<file path="src/rtl/txr_pkg.sv">
// Shared types and constants of the transmit descriptor ring engine.
// Assumes a 16-bit little-endian shared memory word.
package txr_pkg;
    localparam int WORD_W   = 16;
    localparam int OWN_BIT  = 15;
    localparam int STP_BIT  = 9;
    localparam int ENP_BIT  = 8;
    localparam logic [3:0] MARK_NIB = 4'hF;

    typedef enum logic [3:0] {
        S_IDLE, S_RD1, S_RD2, S_RD0, S_RD3, S_CHK,
        S_FETCH, S_EMIT, S_WB1, S_WB2, S_WB3, S_NEXT
    } txr_state_e;

    typedef struct packed {
        logic        own;
        logic        stp;
        logic        enp;
        logic        mark_ok;
        logic        len_ok;
        logic [12:0] len;
    } txr_desc_t;
endpackage

</file>
<file path="src/rtl/txr_desc_decode.sv">
// Descriptor field decoder: turns the flag bits and the count word into
// flags, a byte length and validity bits. Purely combinational.
module txr_desc_decode
    import txr_pkg::*;
#(
    parameter int FW      = 12,
    parameter int LEN_MIN = 12,
    parameter int LEN_MAX = 1900
) (
    input  logic              own_bit,
    input  logic              stp_bit,
    input  logic              enp_bit,
    input  logic [WORD_W-1:0] cnt_word,
    output txr_desc_t         desc
);
    localparam int LW = FW + 1;
    localparam logic [LW-1:0] SPAN = LW'(1) << FW;

    logic [LW-1:0] len;

    // Length from the negated count field
    always_comb begin
        len          = SPAN - {1'b0, cnt_word[FW-1:0]};
        desc.own     = own_bit;
        desc.stp     = stp_bit;
        desc.enp     = enp_bit;
        desc.mark_ok = (cnt_word[WORD_W-1:FW] == MARK_NIB);
        desc.len_ok  = (len >= LW'(LEN_MIN)) && (len <= LW'(LEN_MAX));
        desc.len     = 13'(len);
    end
endmodule

</file>
<file path="src/rtl/txr_ring_ptr.sv">
// Ring index keeper: holds the current entry index, wraps it at the ring
// size and remembers the index where the current scan began.
module txr_ring_ptr #(
    parameter int CODEW = 3
) (
    input  logic             clk,
    input  logic             rst_n,
    input  logic [CODEW-1:0] size_code,
    input  logic             mark_start,
    input  logic             advance,
    output logic [(2**CODEW)-2:0] idx,
    output logic             next_is_start
);
    localparam int IDXW = (2**CODEW) - 1;

    logic [IDXW-1:0] idx_q, start_q, mask, nxt;
    logic [IDXW:0]   span;

    // Mask and successor derived from the size code
    always_comb begin
        span          = (IDXW+1)'(1) << size_code;
        mask          = IDXW'(span - 1'b1);
        idx           = idx_q & mask;
        nxt           = (idx + 1'b1) & mask;
        next_is_start = (nxt == start_q);
    end

    // Index and scan-start registers
    always_ff @(posedge clk) begin
        if (!rst_n) begin
            idx_q   <= '0;
            start_q <= '0;
        end else begin
            if (mark_start) start_q <= idx;
            if (advance)    idx_q   <= nxt;
        end
    end
endmodule

</file>
<file path="src/rtl/txr_byte_gather.sv">
// Buffer byte walker: holds the byte pointer, remaining count and the last
// fetched memory word, and selects the byte for the current address.
module txr_byte_gather
    import txr_pkg::*;
#(
    parameter int AW = 24,
    parameter int LW = 13
) (
    input  logic              clk,
    input  logic              rst_n,
    input  logic              load,
    input  logic [AW-1:0]     load_addr,
    input  logic [LW-1:0]     load_len,
    input  logic              word_we,
    input  logic [WORD_W-1:0] word_in,
    input  logic              step,
    output logic [AW-1:0]     fetch_addr,
    output logic [7:0]        cur_byte,
    output logic              last,
    output logic              refetch
);
    logic [AW-1:0]     ptr_q;
    logic [LW-1:0]     remain_q;
    logic [WORD_W-1:0] word_q;

    // Byte selection and walk status
    always_comb begin
        fetch_addr = {ptr_q[AW-1:1], 1'b0};
        cur_byte   = ptr_q[0] ? word_q[15:8] : word_q[7:0];
        last       = (remain_q == LW'(1));
        refetch    = ptr_q[0];
    end

    // Pointer, count and word registers
    always_ff @(posedge clk) begin
        if (!rst_n) begin
            ptr_q    <= '0;
            remain_q <= '0;
            word_q   <= '0;
        end else begin
            if (load) begin
                ptr_q    <= load_addr;
                remain_q <= load_len;
            end else if (step) begin
                ptr_q    <= ptr_q + 1'b1;
                remain_q <= remain_q - 1'b1;
            end
            if (word_we) word_q <= word_in;
        end
    end
endmodule

</file>
<file path="src/rtl/txring_engine.sv">
// Transmit descriptor ring engine. It scans owned descriptors, streams
// their buffer bytes with frame markers and returns ownership to the host.
// Assumes ring_base is 8-byte aligned and at most one memory access in flight.
module txring_engine
    import txr_pkg::*;
#(
    parameter int AW      = 24,
    parameter int FW      = 12,
    parameter int LEN_MIN = 12,
    parameter int LEN_MAX = 1900,
    parameter int CODEW   = 3
) (
    input  logic              clk,
    input  logic              rst_n,
    input  logic              tx_enable,
    input  logic              tx_kick,
    input  logic [AW-1:0]     ring_base,
    input  logic [CODEW-1:0]  ring_size_code,
    output logic              mem_req,
    output logic              mem_we,
    output logic [AW-1:0]     mem_addr,
    output logic [WORD_W-1:0] mem_wdata,
    input  logic              mem_grant,
    input  logic [WORD_W-1:0] mem_rdata,
    output logic              out_valid,
    output logic [7:0]        out_byte,
    output logic              out_sop,
    output logic              out_eop,
    output logic              frame_abort,
    output logic              tx_done,
    output logic              scan_err,
    output logic              busy
);
    localparam int LW   = FW + 1;
    localparam int IDXW = (2**CODEW) - 1;

    txr_state_e        state;
    logic              pend_q, open_q, sop_pend;
    logic [WORD_W-1:0] w0_q, w1_q, w2_q, w3_q;
    txr_desc_t         dsc;
    logic [IDXW-1:0]   idx;
    logic              at_start, p_mark, p_adv, acc, go;
    logic              g_load, g_last, g_refetch;
    logic [AW-1:0]     g_faddr, desc_base;
    logic [7:0]        g_byte;

    txr_desc_decode #(.FW(FW), .LEN_MIN(LEN_MIN), .LEN_MAX(LEN_MAX)) u_dec (
        .own_bit (w1_q[OWN_BIT]),
        .stp_bit (w1_q[STP_BIT]),
        .enp_bit (w1_q[ENP_BIT]),
        .cnt_word(w2_q),
        .desc    (dsc)
    );

    txr_ring_ptr #(.CODEW(CODEW)) u_ptr (
        .clk          (clk),
        .rst_n        (rst_n),
        .size_code    (ring_size_code),
        .mark_start   (p_mark),
        .advance      (p_adv),
        .idx          (idx),
        .next_is_start(at_start)
    );

    txr_byte_gather #(.AW(AW), .LW(LW)) u_gat (
        .clk       (clk),
        .rst_n     (rst_n),
        .load      (g_load),
        .load_addr ({w1_q[7:0], w0_q}),
        .load_len  (dsc.len),
        .word_we   (state == S_FETCH && acc),
        .word_in   (mem_rdata),
        .step      (state == S_EMIT),
        .fetch_addr(g_faddr),
        .cur_byte  (g_byte),
        .last      (g_last),
        .refetch   (g_refetch)
    );

    // Scan start, ring advance and buffer load strobes
    always_comb begin
        go     = tx_enable && (pend_q || tx_kick);
        p_mark = (state == S_IDLE) && go;
        p_adv  = (state == S_NEXT);
        g_load = (state == S_CHK) && dsc.own && dsc.mark_ok && dsc.len_ok
                 && (dsc.stp || open_q);
        busy   = (state != S_IDLE);
    end

    // Memory port: address, direction and write data per state
    always_comb begin
        desc_base = ring_base + AW'({idx, 3'b000});
        mem_req   = 1'b0;
        mem_we    = 1'b0;
        mem_addr  = desc_base;
        mem_wdata = '0;
        unique case (state)
            S_RD0:   begin mem_req = 1'b1; end
            S_RD1:   begin mem_req = 1'b1; mem_addr = desc_base + AW'(2); end
            S_RD2:   begin mem_req = 1'b1; mem_addr = desc_base + AW'(4); end
            S_RD3:   begin mem_req = 1'b1; mem_addr = desc_base + AW'(6); end
            S_FETCH: begin mem_req = 1'b1; mem_addr = g_faddr; end
            S_WB1: begin
                mem_req = 1'b1; mem_we = 1'b1;
                mem_addr  = desc_base + AW'(2);
                mem_wdata = w1_q & ~(WORD_W'(1) << OWN_BIT);
            end
            S_WB2: begin
                mem_req = 1'b1; mem_we = 1'b1;
                mem_addr = desc_base + AW'(4); mem_wdata = w2_q;
            end
            S_WB3: begin
                mem_req = 1'b1; mem_we = 1'b1;
                mem_addr = desc_base + AW'(6); mem_wdata = w3_q;
            end
            default: ;
        endcase
        acc = mem_req && mem_grant;
    end

    // Scan sequencer with registered stream and event outputs
    always_ff @(posedge clk) begin
        if (!rst_n) begin
            state       <= S_IDLE;
            pend_q      <= 1'b0;
            open_q      <= 1'b0;
            sop_pend    <= 1'b0;
            w0_q        <= '0;
            w1_q        <= '0;
            w2_q        <= '0;
            w3_q        <= '0;
            out_valid   <= 1'b0;
            out_byte    <= '0;
            out_sop     <= 1'b0;
            out_eop     <= 1'b0;
            frame_abort <= 1'b0;
            tx_done     <= 1'b0;
            scan_err    <= 1'b0;
        end else begin
            out_valid   <= 1'b0;
            out_sop     <= 1'b0;
            out_eop     <= 1'b0;
            frame_abort <= 1'b0;
            tx_done     <= 1'b0;
            scan_err    <= 1'b0;
            if (tx_kick) pend_q <= 1'b1;
            unique case (state)
                S_IDLE: if (go) begin
                    pend_q <= 1'b0;
                    state  <= S_RD1;
                end
                S_RD1: if (acc) begin w1_q <= mem_rdata; state <= S_RD2; end
                S_RD2: if (acc) begin w2_q <= mem_rdata; state <= S_RD0; end
                S_RD0: if (acc) begin w0_q <= mem_rdata; state <= S_RD3; end
                S_RD3: if (acc) begin w3_q <= mem_rdata; state <= S_CHK; end
                S_CHK: begin
                    if (!dsc.own || !dsc.mark_ok) begin
                        state <= S_IDLE;
                    end else if (!dsc.len_ok || (!dsc.stp && !open_q)) begin
                        scan_err <= 1'b1;
                        state    <= S_IDLE;
                    end else begin
                        if (dsc.stp && open_q) frame_abort <= 1'b1;
                        sop_pend <= dsc.stp;
                        state    <= S_FETCH;
                    end
                end
                S_FETCH: if (acc) state <= S_EMIT;
                S_EMIT: begin
                    out_valid <= 1'b1;
                    out_byte  <= g_byte;
                    out_sop   <= sop_pend;
                    out_eop   <= g_last && dsc.enp;
                    sop_pend  <= 1'b0;
                    if (g_last) begin
                        if (dsc.enp) begin
                            tx_done <= 1'b1;
                            open_q  <= 1'b0;
                        end else begin
                            open_q  <= 1'b1;
                        end
                        state <= S_WB1;
                    end else if (g_refetch) begin
                        state <= S_FETCH;
                    end
                end
                S_WB1: if (acc) state <= S_WB2;
                S_WB2: if (acc) state <= S_WB3;
                S_WB3: if (acc) state <= S_NEXT;
                S_NEXT: state <= at_start ? S_IDLE : S_RD1;
                default: state <= S_IDLE;
            endcase
        end
    end
endmodule

</file>
<file path="config.mk">
export PLATFORM = sky130hd
export DESIGN_NAME = txring_engine
export DESIGN_NICKNAME = d
export VERILOG_FILES = /design/src/rtl/txr_pkg.sv /design/src/rtl/txr_desc_decode.sv /design/src/rtl/txr_ring_ptr.sv /design/src/rtl/txr_byte_gather.sv /design/src/rtl/txring_engine.sv
export SDC_FILE = /design/constraint.sdc
export NUM_CORES = 1
export LEC_CHECK = 0
export BUFFER_PORTS_ARGS = -buffer_cell sky130_fd_sc_hd__buf_2
export CORE_MARGIN = 2
export CORE_UTILIZATION = 37
export CTS_BUF_LIST = sky130_fd_sc_hd__clkbuf_16
export DETAILED_ROUTE_END_ITERATION = 8
export SYNTH_ARGS = -nofsm -noshare
export SYNTH_HDL_FRONTEND = slang
export SYNTH_SLANG_ARGS = --single-unit
</file>
<file path="constraint.sdc">
create_clock -name clk -period 6.4 [get_ports clk]
set_clock_uncertainty 0.2 [all_clocks]
set_input_delay 0.64 -clock clk [delete_from_list [all_inputs] [get_ports clk]]
set_output_delay 0.64 -clock clk [all_outputs]
set_load 0.03 [all_outputs]
</file>
Word level (Yosys, flattened, before mapping)
Cells that the tools add are included.
{"block": "word_totals", "inputBits": 48, "register_bits": 152, "output_inout_bits": 57}
{"block": "op_classes", "magnitude_cmp": 2, "muxes": 35, "shift": 1, "bitwise_logic": 4, "n_eq_ne": 26, "reduce_logical": 41, "n_addsub": 9}
{"cell": "one-hot mux 24 bit (4 select lines)", "count": 1}
{"cell": "adder 24 x 3 -> 24 bit (second input constant)", "count": 2}
{"cell": "2-to-1 mux 24 bit", "count": 2}
{"cell": "one-hot mux 16 bit (3 select lines)", "count": 1}
{"cell": "one-hot mux 4 bit (12 select lines)", "count": 1}
{"cell": "2-to-1 mux 4 bit", "count": 11}
{"cell": "2-to-1 mux 13 bit", "count": 2}
{"cell": "adder 24 x 1 -> 24 bit (second input constant)", "count": 1}
{"cell": "adder 24 x 10 -> 24 bit", "count": 1}
{"cell": "adder 24 x 2 -> 24 bit (second input constant)", "count": 1}
{"cell": "inequality test 2 bit (second input constant)", "count": 11}
{"cell": "equality test 4 bit (second input constant)", "count": 5}
{"cell": "equality test 4 x 3 -> 1 bit (second input constant)", "count": 4}
{"cell": "AND 7 bit", "count": 2}
{"cell": "equality test 13 x 1 -> 1 bit (second input constant)", "count": 1}
{"cell": ">= comparator 13 x 4 -> 1 bit (second input constant)", "count": 1}
{"cell": "less-or-equal comparator 13 x 11 -> 1 bit (second input constant)", "count": 1}
{"cell": "2-to-1 mux 1 bit", "count": 13}
{"cell": "subtractor 13 x 1 -> 13 bit (second input constant)", "count": 1}
{"cell": "subtractor 13 x 12 -> 13 bit (first input constant)", "count": 1}
{"cell": "logical AND 1 bit", "count": 12}
{"cell": "AND reduction 2 bit", "count": 6}
{"cell": "AND reduction 10 bit", "count": 1}
{"cell": "equality test 4 x 2 -> 1 bit (second input constant)", "count": 2}
{"cell": "other kinds (20)", "count": 34}

Depth between registers and ports, before layout
{"block": "logic_depth", "depth_word": 8, "mapped_depth": 18}

Modules after synthesis
A second synthesis with hierarchy kept.
{"block": "unflattened", "cells_unflattened": 1320, "area_unflattened_um2": 10042.1}
{"module": "txring_engine", "n_inst": 1, "area_per_inst_um2": 5610.4, "cells_per_inst": 787}
{"module": "txr_byte_gather", "n_inst": 1, "area_per_inst_um2": 2859.0, "cells_per_inst": 333}
{"module": "txr_ring_ptr", "n_inst": 1, "area_per_inst_um2": 928.4, "cells_per_inst": 104}
{"module": "txr_desc_decode", "n_inst": 1, "area_per_inst_um2": 644.4, "cells_per_inst": 96}

Least setup slack after synthesis
No wires, ideal clock.
{"block": "synth_path", "path_type": "in2out", "from": "in ring_size_code[2]", "to": "out mem_addr[22]", "arrival_time_ns": 4.931, "t_required_ns": 5.560, "cell_stages": 17, "n_path_buf": 3, "path_slack_ns": 0.629, "cell_sequence": "clkbuf_1 -> nor3_1 -> inv_1 -> ha_1 -> xnor2_1 -> nor2b_1 -> ha_1 -> nor2_1 -> o31ai_1 -> o211ai_1 -> and3_1 -> clkbuf_1 -> or4b_1 -> clkbuf_2 -> nor3_1 -> nand4_1 -> a31oi_1"}
{"block": "synth_between", "elab_chain_len": 6, "elab_cells_between_ends": 8, "classes_between": "5 x add/sub; 1 x shift; 1 x mux; 1 x bitwise"}
{"element": "start, declared", "line": "txring_engine.sv:18", "rtl": "input logic [CODEW-1:0] ring_size_code,"}
{"element": "<< shifter 1 x 3 -> 7 bit (*)", "line": "txr_ring_ptr.sv:21", "rtl": "span = (IDXW+1)'(1) << size_code;"}
{"element": "subtractor 7 x 1 -> 7 bit (*)", "line": "txr_ring_ptr.sv:22", "rtl": "mask = IDXW'(span - 1'b1);"}
{"element": "AND 7 bit (*)", "line": "txr_ring_ptr.sv:23", "rtl": "idx = idx_q & mask;"}
{"element": "net idx[2]", "line": "txring_engine.sv:41", "rtl": "logic [IDXW-1:0] idx;"}
{"element": "adder 24 x 10 -> 24 bit (*)", "line": "txring_engine.sv:92", "rtl": "desc_base = ring_base + AW'({idx, 3'b000});"}
{"element": "adder 24 x 3 -> 24 bit, or another cell as far along", "line": "txring_engine.sv:101, txring_engine.sv:114"}
{"element": "one-hot mux 24 bit (4 select lines) (*)", "line": "txring_engine.sv:97", "rtl": "unique case (state)"}
{"element": "end, declared", "line": "txring_engine.sv:21", "rtl": "output logic [AW-1:0] mem_addr,"}
The timed path passes the listed nets; every way through them passes the cells marked *.

Final worst setup path
{"block": "layout_path", "from": "in ring_size_code[2]", "to": "out mem_addr[16]"}
Same word-level chain as after synthesis.

==> metrics <==
outcome finished clean; # clock sinks between 150 and 200; Peak VDD IR about 0.14 mV; Worst-Margin Slew 1157 ps; Hold/Removal Path Class input pin to register; Tcrit/Tclk final 94.99%; Fmax around 160 MHz; GRT overflow 0; Synth Flop Type dfxtp_1; layout cells sized above 1 about an eighth; Mapped Nets about 1400; Core ar. around 0.026 mm2; Nets roughly 1500; CTS clock-pin slew for the worst setup and hold paths roughly 70 ps; post-route cell area between 0.01 and 0.015 mm2; number of flops mapped to enable cells by yosys 0; area delta synth->final 13.40%; Final min period ~6000 ps; kind of critical path input pin to output pin; commonest non-fill, non-tap cell in the layout nand2_1; Reg power frac a little under two fifths; Seq/Total Area, Yosys 30.71%; worst-path fanout max 16; reg2reg path depth 12; slowest CP cell or4_1; Initial Util a little under two fifths; hold path depth 2; DRC errors left 0; # IOs between 100 and 150; Combinational Power Share 21.8%; Post-Syn Instances approximately 1400; cell taking the most area after synthesis dfxtp_1; Pins Over Slew Limit 0; DP Wirelength 22160 um; Worst-Skew Late Latency around 440 ps; Synth top area share a little under a third; RSZ-0062 raised after global routing no; ranking of synthesized cells by area dfxtp_1 (31%), nand2_1 (9.4%), a21oi_1 (9.2%); Critical Path Start Type input pin; Final ANT Viol Nets 0; crit path DAT approximately 5200 ps; initial antenna violation count 0; Die Y 167.6 um; CTS buffer count 17; most frequent cells in the layout nand2_1 (247), a21oi_1 (182), nor2_1 (157), dfxtp_1 (152), buf_2 (104); Setup Total Neg Slack 0 ps; yosys warns 0; Clock Path Buffers 2; clock power share between 40% and 50%; hold_buf cts 0; root buf cell clkbuf_16; Pleak between 0.003 and 0.004 uW; Total GRT Usage between 20% and 30%; ANT cells 0; Post-CTS Setup Bufs 0; placed cell area 0.01059 mm2; RD Place Congestion about 0.9; # rows 59; NetSw just over 900 uW; I/O Buffers between 100 and 150; Final Hold Violating Endpoints 0; switch share a little over a third; Avg Inst Size Synth approximately 7 um2; Pre-antenna DRT Iters 6; CTS H-tree depth 4; full die area between 0.02 and 0.03 mm2; Async S/R FF share, synth 0%; number of global-route vias before repair between 9000 and 10000; WP data required roughly 5600 ps; first-pass GRT wire length 50400 um; MaxCap Viol Count 0; Crit. End Element output pin; pwr/cell area about 230 mW/mm2; largest net degree at the start of global routing 81; Synth Cell Area 0.009908 mm2; post-cts resize count 0; synth unique cells 84; P_int around 1700 uW; setup violators final 0; vias between 10000 and 15000; starting DRC count in detailed routing between 1000 and 1500; Cell Chain, Critical Path buf_2, nor3_1, inv_1, ha_1, xnor2_1, nor2b_1, ha_1, a21oi_1, maj3_2, maj3_1, or3_1, a21oi_1, o21bai_1, or4_1, and3_1, o21ai_0, buf_2; wire per inst 17.79 um; max incr delay on CP between 400 and 500 ps; FF+latch count, synth 152; Die X-Extent 167.6 um; CTS tree yes; Slew HR 22.57%; drt via density roughly 5.8; Final Routed Wirelength roughly 31000 um
[path summary, 6_finish.rpt]
kind | startpoint | endpoint | slack (ps)
max | ring_size_code[2] | mem_addr[16] | 320
min | tx_enable | pend_q | 250
max reg2reg | w2_q[1] | state[1] | 2150
min reg2reg | u_gat.word_q[15] | u_gat.word_q[15] | 260
[registers in the layout, indices dropped and copies added, names as in the netlist]
| register | cells |
|---|---|
| frame_abort | 1 |
| open_q | 1 |
| out_byte | 8 |
| out_eop | 1 |
| out_sop | 1 |
| out_valid | 1 |
| pend_q | 1 |
| scan_err | 1 |
| sop_pend | 1 |
| state | 4 |
| tx_done | 1 |
| u_gat.ptr_q | 24 |
| u_gat.remain_q | 13 |
| u_gat.word_q | 16 |
| u_ptr.idx_q | 7 |
| u_ptr.start_q | 7 |
| w0_q | 16 |
| w1_q | 16 |
| w2_q | 16 |
| w3_q | 16 |
[power by group through the flow]
stage	combinational, uW	sequential [uW]	clock (uW)
6_report	565	982	1050
5_1_grt	608	984	1110
4_1_cts	557	981	1060
3_5_place_dp	554	1000	0
3_3_place_gp	554	1000	0
2_1_floorplan	396	991	0
[per-layer routing]
layer  part of all wire [%]  up-vias  global-route usage, %
met2                     43      357                  33.30
met4                    1.6        0                  6.314
met3                    6.6       40                  3.238
met5                      0        -                      0
met1                     48     4781                  32.51
li1                       -     4984                      -
[synthesized netlist by cell type (6+ instances only)]
| cell | instances |
|---|---|
| o2111ai_1 | 6 |
| and2_1 | 6 |
| o31ai_1 | 9 |
| clkbuf_1 | 87 |
| xnor2_1 | 46 |
| a32oi_1 | 6 |
| a21oi_1 | 182 |
| a211oi_1 | 13 |
| a22oi_1 | 12 |
| o211a_1 | 6 |
| nand2b_1 | 6 |
| nor2_1 | 159 |
| nor4_1 | 15 |
| and3_1 | 20 |
| mux2i_1 | 29 |
| nor3_1 | 39 |
| nor2b_1 | 13 |
| nand4_1 | 12 |
| ha_1 | 13 |
| xor2_1 | 29 |
| o21ai_0 | 52 |
| a31oi_1 | 20 |
| buf_1 | 8 |
| nand2_1 | 247 |
| o211ai_1 | 12 |
| or4_1 | 8 |
| or3_1 | 6 |
| inv_1 | 24 |
| or2_2 | 6 |
| nand3_1 | 23 |
| nand4b_1 | 8 |
| dfxtp_1 | 152 |
| a221oi_1 | 7 |
[critical path: cells and delay by family]
family,cells,cell delay (ps)
XOR/XNOR,1,320
AND/OR/NAND/NOR,5,1400
adder cells (fa/ha/maj),4,1440
AO/OA/AOI/OAI,4,880
buffers and inverters,3,550
[metrics by stage]
step                hold slack (ps)  util (%)  total power [uW]  cells  setup WS [ps]
finish                        245.5     42.87              2594   1764          320.8
global route                  253.2     42.87              2702   1764          3.670
floorplan                     231.8         -              1387   1376          629.1
detailed placement            246.5     40.42              1558   1732          284.6
CTS                           221.6     42.82              2602   1764          270.4
global placement              241.3     40.42              1557   1732          381.2
[kinds of logic after synthesis]
group,count (synthesis),synth area share (%)
buf+inv,122,4.710
flops,152,30.71
xor+xnor,76,6.870
mux,30,3.043
compound gates,387,24.88
fa+ha+maj,17,2.248
simple gates,592,27.54
[cell type report]
type | instances | area, um2
Fill cell | 2683 | 14970
Multi-Input combinational cell | 1102 | 6425
Sequential cell | 152 | 3043
Timing Repair Buffer | 118 | 625.6
Clock buffer | 17 | 425.4
Tap cell | 335 | 419.2
Clock inverter | 15 | 201.4
Inverter | 25 | 96.34
No activity file was read; power rests on OpenSTA's default activity.
